### src/rtl/cfgl_pkg.sv
package cfgl_pkg;

   typedef enum logic [2:0] {
      ST_IDLE,
      ST_PROG,
      ST_INIT,
      ST_FETCH,
      ST_SHIFT,
      ST_POST
   } cfgl_state_e;

   typedef enum logic [1:0] {
      CAUSE_NONE = 2'd0,
      CAUSE_INIT = 2'd1,
      CAUSE_DONE = 2'd2,
      CAUSE_SRC  = 2'd3
   } cfgl_cause_e;

endpackage

### src/rtl/cfgl_timer.sv
// Loadable down counter shared by the hold, init-wait and post-load phases.
module cfgl_timer #(
   parameter int W = 8
) (
   input  logic         clk,
   input  logic         rst_n,
   input  logic         load_i,
   input  logic [W-1:0] load_val_i,
   input  logic         dec_i,
   output logic         zero_o
);

   logic [W-1:0] cnt_q;

   always_ff @(posedge clk or negedge rst_n) begin
      if (!rst_n) begin
         cnt_q <= '0;
      end else if (load_i) begin
         cnt_q <= load_val_i;
      end else if (dec_i && cnt_q != '0) begin
         cnt_q <= cnt_q - W'(1);
      end
   end

   assign zero_o = (cnt_q == '0);

endmodule

### src/rtl/cfgl_shifter.sv
// Configuration clock generator and MSB-first byte shifter.
module cfgl_shifter #(
   parameter int BYTE_W    = 8,
   parameter int PHASE_CYC = 1
) (
   input  logic              clk,
   input  logic              rst_n,
   input  logic              load_i,
   input  logic [BYTE_W-1:0] byte_i,
   input  logic              run_i,
   output logic              cclk_o,
   output logic              bit_o,
   output logic              pulse_end_o
);

   logic              high_q;
   logic              phase_last;
   logic [BYTE_W-1:0] sreg_q;

   generate
      if (PHASE_CYC < 1) begin : g_bad_phase
         $error("cfgl_shifter: PHASE_CYC must be at least 1");
      end
      if (PHASE_CYC == 1) begin : g_single
         assign phase_last = 1'b1;
      end else begin : g_counted
         localparam int PW = $clog2(PHASE_CYC);
         localparam logic [PW-1:0] LAST = PW'(PHASE_CYC - 1);
         logic [PW-1:0] pcnt_q;
         always_ff @(posedge clk or negedge rst_n) begin
            if (!rst_n) begin
               pcnt_q <= '0;
            end else if (!run_i || pcnt_q == LAST) begin
               pcnt_q <= '0;
            end else begin
               pcnt_q <= pcnt_q + PW'(1);
            end
         end
         assign phase_last = (pcnt_q == LAST);
      end
   endgenerate

   always_ff @(posedge clk or negedge rst_n) begin
      if (!rst_n) begin
         high_q <= 1'b0;
      end else if (!run_i) begin
         high_q <= 1'b0;
      end else if (phase_last) begin
         high_q <= ~high_q;
      end
   end

   assign pulse_end_o = run_i & high_q & phase_last;

   always_ff @(posedge clk or negedge rst_n) begin
      if (!rst_n) begin
         sreg_q <= '0;
      end else if (load_i) begin
         sreg_q <= byte_i;
      end else if (pulse_end_o) begin
         sreg_q <= {sreg_q[BYTE_W-2:0], 1'b0};
      end
   end

   assign cclk_o = high_q;
   assign bit_o  = sreg_q[BYTE_W-1];

endmodule

### src/rtl/cfgl_loader.sv
// Serial FPGA configuration sequencer: program pulse, init wait, byte
// shifting and post-load clocking until done.
module cfgl_loader
   import cfgl_pkg::*;
#(
   parameter int BYTE_W    = 8,
   parameter int CNT_W     = 24,
   parameter int HOLD_CYC  = 1200000,
   parameter int INIT_TMO  = 100000,
   parameter int DONE_TMO  = 100000,
   parameter int PHASE_CYC = 1
) (
   input  logic              clk,
   input  logic              rst_n,
   input  logic              start_i,
   input  logic [CNT_W-1:0]  byte_cnt_i,
   input  logic [BYTE_W-1:0] s_data_i,
   input  logic              s_valid_i,
   input  logic              s_err_i,
   output logic              s_ready_o,
   input  logic              init_n_i,
   input  logic              done_i,
   output logic              prog_n_o,
   output logic              cclk_o,
   output logic              cdata_o,
   output logic              busy_o,
   output logic              ok_o,
   output logic              err_o,
   output logic [1:0]        err_cause_o
);

   localparam int MAX_HI = (HOLD_CYC > INIT_TMO) ? HOLD_CYC : INIT_TMO;
   localparam int MAX_T  = (MAX_HI > DONE_TMO) ? MAX_HI : DONE_TMO;
   localparam int TW     = $clog2(MAX_T + 1);
   localparam int BW     = $clog2(BYTE_W);
   localparam logic [TW-1:0] HOLD_LD = TW'(HOLD_CYC - 1);
   localparam logic [TW-1:0] INIT_LD = TW'(INIT_TMO - 1);
   localparam logic [TW-1:0] DONE_LD = TW'(DONE_TMO - 1);
   localparam logic [BW-1:0] BIT_LAST = BW'(BYTE_W - 1);

   generate
      if (BYTE_W < 2) begin : g_bad_byte
         $error("cfgl_loader: BYTE_W must be at least 2");
      end
      if (CNT_W < 1) begin : g_bad_cnt
         $error("cfgl_loader: CNT_W must be at least 1");
      end
      if (HOLD_CYC < 1 || INIT_TMO < 1 || DONE_TMO < 1) begin : g_bad_time
         $error("cfgl_loader: hold and timeout counts must be at least 1");
      end
   endgenerate

   cfgl_state_e       state_q, state_d;
   logic [CNT_W-1:0]  rem_q;
   logic [BW-1:0]     bit_q;
   logic              ok_q, err_q;
   cfgl_cause_e       cause_q, cause_d;

   logic              t_load, t_dec, t_zero;
   logic [TW-1:0]     t_val;
   logic              sh_load, sh_run, sh_cclk, sh_bit, sh_end;
   logic              run_clr, set_ok, set_err;
   logic              bit_clr, bit_inc, rem_load, rem_dec;

   cfgl_timer #(.W(TW)) u_timer (
      .clk        (clk),
      .rst_n      (rst_n),
      .load_i     (t_load),
      .load_val_i (t_val),
      .dec_i      (t_dec),
      .zero_o     (t_zero)
   );

   cfgl_shifter #(.BYTE_W(BYTE_W), .PHASE_CYC(PHASE_CYC)) u_shift (
      .clk         (clk),
      .rst_n       (rst_n),
      .load_i      (sh_load),
      .byte_i      (s_data_i),
      .run_i       (sh_run),
      .cclk_o      (sh_cclk),
      .bit_o       (sh_bit),
      .pulse_end_o (sh_end)
   );

   always_comb begin
      state_d  = state_q;
      cause_d  = CAUSE_NONE;
      t_load   = 1'b0;
      t_val    = '0;
      t_dec    = 1'b0;
      sh_load  = 1'b0;
      sh_run   = 1'b0;
      run_clr  = 1'b0;
      set_ok   = 1'b0;
      set_err  = 1'b0;
      bit_clr  = 1'b0;
      bit_inc  = 1'b0;
      rem_load = 1'b0;
      rem_dec  = 1'b0;
      case (state_q)
         ST_IDLE: begin
            if (start_i) begin
               state_d  = ST_PROG;
               t_load   = 1'b1;
               t_val    = HOLD_LD;
               run_clr  = 1'b1;
               rem_load = 1'b1;
            end
         end
         ST_PROG: begin
            if (t_zero) begin
               state_d = ST_INIT;
               t_load  = 1'b1;
               t_val   = INIT_LD;
            end else begin
               t_dec = 1'b1;
            end
         end
         ST_INIT: begin
            if (init_n_i) begin
               if (rem_q == '0) begin
                  state_d = ST_POST;
                  t_load  = 1'b1;
                  t_val   = DONE_LD;
               end else begin
                  state_d = ST_FETCH;
               end
            end else if (t_zero) begin
               state_d = ST_IDLE;
               set_err = 1'b1;
               cause_d = CAUSE_INIT;
            end else begin
               t_dec = 1'b1;
            end
         end
         ST_FETCH: begin
            if (s_err_i) begin
               state_d = ST_IDLE;
               set_err = 1'b1;
               cause_d = CAUSE_SRC;
            end else if (s_valid_i) begin
               state_d = ST_SHIFT;
               sh_load = 1'b1;
               bit_clr = 1'b1;
            end
         end
         ST_SHIFT: begin
            sh_run = 1'b1;
            if (sh_end) begin
               if (bit_q == BIT_LAST) begin
                  rem_dec = 1'b1;
                  if (rem_q == CNT_W'(1)) begin
                     state_d = ST_POST;
                     t_load  = 1'b1;
                     t_val   = DONE_LD;
                  end else begin
                     state_d = ST_FETCH;
                  end
               end else begin
                  bit_inc = 1'b1;
               end
            end
         end
         ST_POST: begin
            if (!sh_cclk && done_i) begin
               state_d = ST_IDLE;
               set_ok  = 1'b1;
            end else begin
               sh_run = 1'b1;
               if (sh_end) begin
                  if (t_zero) begin
                     state_d = ST_IDLE;
                     set_err = 1'b1;
                     cause_d = CAUSE_DONE;
                  end else begin
                     t_dec = 1'b1;
                  end
               end
            end
         end
         default: state_d = ST_IDLE;
      endcase
   end

   always_ff @(posedge clk or negedge rst_n) begin
      if (!rst_n) begin
         state_q <= ST_IDLE;
         rem_q   <= '0;
         bit_q   <= '0;
      end else begin
         state_q <= state_d;
         if (rem_load) begin
            rem_q <= byte_cnt_i;
         end else if (rem_dec) begin
            rem_q <= rem_q - CNT_W'(1);
         end
         if (bit_clr) begin
            bit_q <= '0;
         end else if (bit_inc) begin
            bit_q <= bit_q + BW'(1);
         end
      end
   end

   always_ff @(posedge clk or negedge rst_n) begin
      if (!rst_n) begin
         ok_q    <= 1'b0;
         err_q   <= 1'b0;
         cause_q <= CAUSE_NONE;
      end else if (run_clr) begin
         ok_q    <= 1'b0;
         err_q   <= 1'b0;
         cause_q <= CAUSE_NONE;
      end else if (set_ok) begin
         ok_q <= 1'b1;
      end else if (set_err) begin
         err_q   <= 1'b1;
         cause_q <= cause_d;
      end
   end

   assign s_ready_o   = (state_q == ST_FETCH);
   assign prog_n_o    = (state_q != ST_PROG);
   assign cclk_o      = sh_cclk;
   assign cdata_o     = (state_q == ST_SHIFT) & sh_bit;
   assign busy_o      = (state_q != ST_IDLE);
   assign ok_o        = ok_q;
   assign err_o       = err_q;
   assign err_cause_o = cause_q;

endmodule

### config.mk
export PLATFORM = sky130hd
export DESIGN_NAME = cfgl_loader
export DESIGN_NICKNAME = d
export VERILOG_FILES = /design/src/rtl/cfgl_pkg.sv /design/src/rtl/cfgl_timer.sv /design/src/rtl/cfgl_shifter.sv /design/src/rtl/cfgl_loader.sv
export SDC_FILE = /design/constraint.sdc
export NUM_CORES = 1
export LEC_CHECK = 0
export ABC_AREA = 1
export BUFFER_PORTS_ARGS = -buffer_cell sky130_fd_sc_hd__buf_2
export CAP_MARGIN = 10
export CELL_PAD_IN_SITES_DETAIL_PLACEMENT = 0
export CELL_PAD_IN_SITES_GLOBAL_PLACEMENT = 1
export CORE_MARGIN = 4
export CORE_UTILIZATION = 39
export CTS_BUF_LIST = sky130_fd_sc_hd__clkbuf_16
export DETAILED_ROUTE_END_ITERATION = 12
export PLACE_DENSITY = 0.82
export REMOVE_ABC_BUFFERS = 1
export SLEW_MARGIN = 30
export SYNTH_ARGS = -nofsm -noshare
export SYNTH_HDL_FRONTEND = slang
export SYNTH_SLANG_ARGS = --single-unit
export TNS_END_PERCENT = 1
### constraint.sdc
create_clock -name clk -period 1.6 [get_ports clk]
set_input_delay 0.16 -clock clk [delete_from_list [all_inputs] [get_ports clk]]
set_output_delay 0.16 -clock clk [all_outputs]
set_load 0.02 [all_outputs]
### Word level (Yosys, flattened, before mapping)

Cells that the tools add are included.
Widths: inputs -> output; s select.

* add/subtract/negate cells: 3
* equal/unequal tests: 15
* mux-type cells: 77
* bitwise operators: 3
* reductions and logical operators: 16

Operator list (count)
* $mux 17: 6
* $pmux 21 s4: 1
* $mux 21: 3
* $mux 24: 2
* $mux 3: 14
* $mux 1: 36
* $eq 24x1->1 const B: 1
* $logic_not 24->1: 1
* $sub 24x1->24 const B: 1
* $logic_not 21->1: 1
* $reduce_bool 21->1: 1
* $sub 21x1->21 const B: 1
* $pmux 3 s6: 1
* $mux 8: 2
* $mux 2: 7
* $reduce_bool 2->1: 6
* $eq 3x3->1 const B: 3
* $ne 2x2->1 const B: 4
* $eq 3x2->1 const B: 2
* $ne 3x3->1 const B: 2
* $pmux 1 s3: 2
* $pmux 2 s3: 1
* $reduce_and 6->1: 1
* $pmux 1 s4: 1
* other kinds (12): 14

* flip-flop bits (word level): 64
* bits of input ports: 39
* output and inout port bits: 9
* logic and storage cells: 123

### Longest topological paths before layout

* depth after elaboration: 11
* gate-level depth with buffers: 14

### Modules after synthesis

A second synthesis with hierarchy kept.

* cell total of the unflattened synthesis: 709
* area, all modules: 4732.0 um2

Modules (own cells, without submodules)
* cfgl_loader: times used 1, cells an instance 401, area each 2657.5 um2
* cfgl_timer: times used 1, cells an instance 247, area each 1605.3 um2
* cfgl_shifter: times used 1, cells an instance 61, area each 469.2 um2

### Least setup slack after synthesis

Ideal clock, no wire load.

* path type: register to register
* from: register u_timer.cnt_q[0]
* to: register u_timer.cnt_q[11]
* data arrival time: 1703 ps
* setup slack: -219 ps
* stages on the path, launching flop included: 13
* clock period less this slack: 1819 ps
* cell sequence: dfrtp_1 > inv_1 > ha_1 > nand2_2 > nor2_4 > nand3_4 > nor2_1 > nor2_4 > nand3_4 > nor2_4 > buf_6 > nand2_1 > nand2_1

* cells in the longest elaborated chain, start to end: 7
* elaborated cells between the ends (all ways): 14
* those cells by class: 1 x add/sub; 9 x mux; 4 x reduce/logical

RTL lines
* start: declaration: line cfgl_timer.sv:13 `logic [W-1:0] cnt_q;`
* start signal: assignment: line cfgl_timer.sv:19 `cnt_q <= load_val_i;`
* start signal: assignment: line cfgl_timer.sv:21 `cnt_q <= cnt_q - W'(1);`
* parallel branches: the longest is 7 deep, another holds $sub 21x1->21

Parallel ways; which one is timed is not known. The select of a mux whose other input is x is not followed.
A chain may end at the register's enable or synchronous reset.

### Final worst setup path

* from: register state_q[1]
* to: register u_timer.cnt_q[11]

* cells in the longest elaborated chain, start to end: 8
* elaborated cells between the ends (all ways): 17
* those cells by class: 4 x eq/ne; 9 x mux; 1 x bitwise; 3 x reduce/logical

RTL lines
* start: declaration: line cfgl_loader.sv:53 `cfgl_state_e state_q, state_d;`
* start signal: assignment: line cfgl_loader.sv:191 `state_q <= state_d;`
* $eq 3x3->1: line cfgl_loader.sv:100 `case (state_q)`
* $pmux 1 s2: line cfgl_loader.sv:100
* $and 1x1->1: line cfgl_shifter.sv:53 `assign pulse_end_o = run_i & high_q & phase_last;`
* $mux 1: line cfgl_loader.sv:170 `if (sh_end) begin`
* $mux 1: line cfgl_loader.sv:165 `if (!sh_cclk && done_i) begin`
* $pmux 1 s3: line cfgl_loader.sv:100
* $logic_and 1x1->1: line cfgl_timer.sv:20 `end else if (dec_i && cnt_q != '0) begin`
* $reduce_bool 2->1 (no source line)

Parallel ways exist; a longest one is shown, timed or not.

==> reports/metrics.cfg <==
[clocking]
clk_pin_slew_ns = 0.06
clockRootBuffer = clkbuf_16
cts_tree = built
numClockSinks = 64
clock_path_buffers = 2
clk_latency_ns = 0.34
cts-buffers-inserted = 9
htree_levels = 3

[layout]
diodes = 0
areaGrowthSynthToFinish_pct = 53.76
nets = 831
design_area_um2 = 6506
final_cells = 927
layout-drive-gt1-share = 0.4008

[place]
dpl.cell_count = 904
place_area_um2 = 5644
port_buffers = 47
pre_cts_ws_ns = -0.2611
place.gp.congestion = 0.8834
dpl.hpwl_mm = 9.028

[synth]
synth_area_um2 = 4232
ys_ff_latch = 64
synth_largest_area_cell = dfrtp_1
ys_top_cells_by_area = dfrtp_1 (38%), nand2_1 (14%), nor2_1 (8.1%)
syn_avg_cell_area_um2 = 7.088
async_flop_share = 1.000
yosysWarningCount = 0
ys_seq_area_frac = 0.3785
synthFlopType = dfrtp_1
synth_edf_count = 0
yosys.area.top_type_share = 0.3785
synth_cell_types = 39
syn_inst = 597

[routing]
avgViaCountPerCell = 4.997
drc = 0
first_pass_iters = 5
wl_mm = 13.11
routedWlPerCell_um = 14.14
postRouteAntennaNets = 0
drt_iter0_markers = 248
via_count = 4632

[outcome]
status = complete, but fails checks
violations = negative setup slack

[timing]
finalSetupTns_ns = -3.846
hold_viol = 0
hold_ws_ns = 0.03464
worstMarginPinSlew_ns = 0.4074
final.setup_skew_ns = 0.007811
worst_slack_ns = -0.1824
slew_headroom = 0.7284
fmax_ghz = 0.5611
setup_viol = 50
min_period_over_period = 1.114
drv_slew = 0
rsz0062_at_grt = true
post-route-min-period_ns = 1.782

[setup_path]
cp_num_buf_inv = 2
setup.worst_path.start_class = flip-flop
worstPathRequired_ns = 1.82
cp_top_family = simple AND/OR/NAND/NOR gates
arrival_ns = 2.00
cp_max_fo = 7
crit_type = flip-flop to flip-flop
slowest_delay_ns = 0.45
cp-end-kind = flip-flop
crit_path_cell_trace = inv_2 -> nand2_2 -> nor2_4 -> nand2_2 -> nand2_4 -> nand2_4 -> nor2_4 -> nand2_4 -> buf_4 -> nand3_1 -> nand2_1 -> nand2_2 -> nand2_1
critPathSlowestCell = dfrtp_2

[floorplanning]
coreArea_um2 = 10460
die-height_um = 112.2
rows = 37
die-area_um2 = 12580
die_w_um = 112.2
pin_count = 48
start_util = 0.4044

[grt]
antenna_found_initial = 0
gr-total-overflow = 0
grt_pass1_wl_mm = 21.73
grt_max_degree = 65
grt_usage = 0.2091
first_global_vias = 4672

[power_and_ir_drop]
leakage_uw = 0.003297
p_per_area_nw_per_um2 = 1662
vdd_ir_drop_max_v = 0.0009366

[run]
cap_viol_max_count = 0

[min_path]
hp-class = primary input to flip-flop

sequential cells by signal (all words and copies together), names as in the netlist:
register        cells
bit_q               3
err_cause_o         2
err_o               1
ok_o                1
rem_q              24
state_q             3
u_shift.cclk_o      1
u_shift.sreg_q      8
u_timer.cnt_q      21
final cells by class:
class	count	area (um2)
tap	136	170.2
clock buffer	9	225.2
clock inverter	7	110.1
sequential	64	1605
inverter	69	266.5
multi-input combinational	454	2713
timing repair buffer	188	1416
fill	945	3956
timing repair:
action	4_1_cts	5_1_grt
hold buffers	1	0
gates resized for setup	79	57
pin swaps	17	18
setup buffers	5	0
endpoints found under the setup margin	62	66
gates cloned	1	0
hold endpoints to repair	64	0
power breakdown:
| part | internal, uW | switching [uW] |
|---|---|---|
| Clock | 1510 | 758 |
| Combinational | 2710 | 3130 |
| Sequential | 2250 | 463 |
| Total | 6460 | 4350 |
cell families after synthesis:
kind of cell	Yosys count	share of synthesized area
DFF	64	0.3785
muxes	2	0.004731
and+or+nand+nor	351	0.3726
buffers and inverters	80	0.07747
xor gates and xnor gates	21	0.04347
AOI/OAI and AO/OA	73	0.1056
adders and majority gates	6	0.01774
per-layer routing:
layer / wire [um] / global-route usage / up-vias / part of all wire
met3: 478 / 0.03881 / 25 / 0.036
met2: 6730 / 0.3619 / 99 / 0.51
met1: 5597 / 0.2605 / 2187 / 0.43
met4: 305 / 0.07452 / 0 / 0.023
li1: - / - / 2321 / -
met5: 0 / 0 / - / 0
per-stage QoR:
step / power (uW) / utilization
after detailed placement: 7722 / 0.5395
final: 10820 / 0.6219
after floorplan: 5240 / -
after global routing: 11600 / 0.6219
after CTS: 10550 / 0.6048
after global placement: 7569 / 0.5395
worst paths after layout:
path                                                  from                       endpoint  slack (ns)  cells after the start
min in group asynchronous                            rst_n          rem_q[19]$_DFFE_PN0P_        0.34                      3
worst min register to register  err_cause_o[1]$_DFFE_PN0P_     err_cause_o[1]$_DFFE_PN0P_        0.52                      2
worst max-delay path                state_q[1]$_DFFE_PN0P_  u_timer.cnt_q[11]$_DFFE_PN0P_       -0.18                     13
worst min-delay path                           s_data_i[0]  u_shift.sreg_q[0]$_DFFE_PN0P_        0.03                      3
worst max register to register      state_q[1]$_DFFE_PN0P_  u_timer.cnt_q[11]$_DFFE_PN0P_       -0.18                     13
max in group asynchronous                            rst_n         state_q[0]$_DFFE_PN0P_        0.89                      3
cells in the mapped netlist, types with 3 or more instances:
master / number
a21oi_1: 15
a31oi_1: 4
buf_2: 4
buf_6: 3
clkbuf_1: 4
dfrtp_1: 64
ha_1: 6
inv_1: 59
inv_2: 10
nand2_1: 162
nand2_2: 9
nand2_4: 3
nand3_1: 47
nand3b_1: 3
nand4_1: 7
nor2_1: 91
nor2_2: 9
nor2_4: 4
nor3_1: 8
o211ai_1: 12
o21ai_0: 21
o21ai_1: 4
o221ai_1: 5
o22ai_1: 5
xnor2_1: 8
xor2_1: 13
cells in the final DEF (no fill, tap or decap), types with 4 or more instances in the layout:
cell / n
inv_2: 18
a21oi_2: 4
o22ai_1: 5
nand2_4: 10
buf_4: 127
buf_12: 6
a31oi_1: 4
clkbuf_16: 9
nor2_2: 23
o221ai_1: 5
nor2_1: 61
nand2_1: 150
nand4_1: 7
nor2_4: 20
dfrtp_1: 61
inv_1: 49
a21oi_1: 11
buf_6: 10
nand3_4: 9
o21ai_0: 13
xnor2_1: 8
nand3_1: 40
xor2_1: 13
o211ai_1: 12
o21ai_1: 12
nor3_1: 4
buf_2: 44
nand2_2: 14
tightest hold or removal path, cell delays in order:
cell,delay [ns]
buf_2,0.08
nand2_1,0.04
o21ai_0,0.05
No activity file was read; power rests on OpenSTA's default activity.
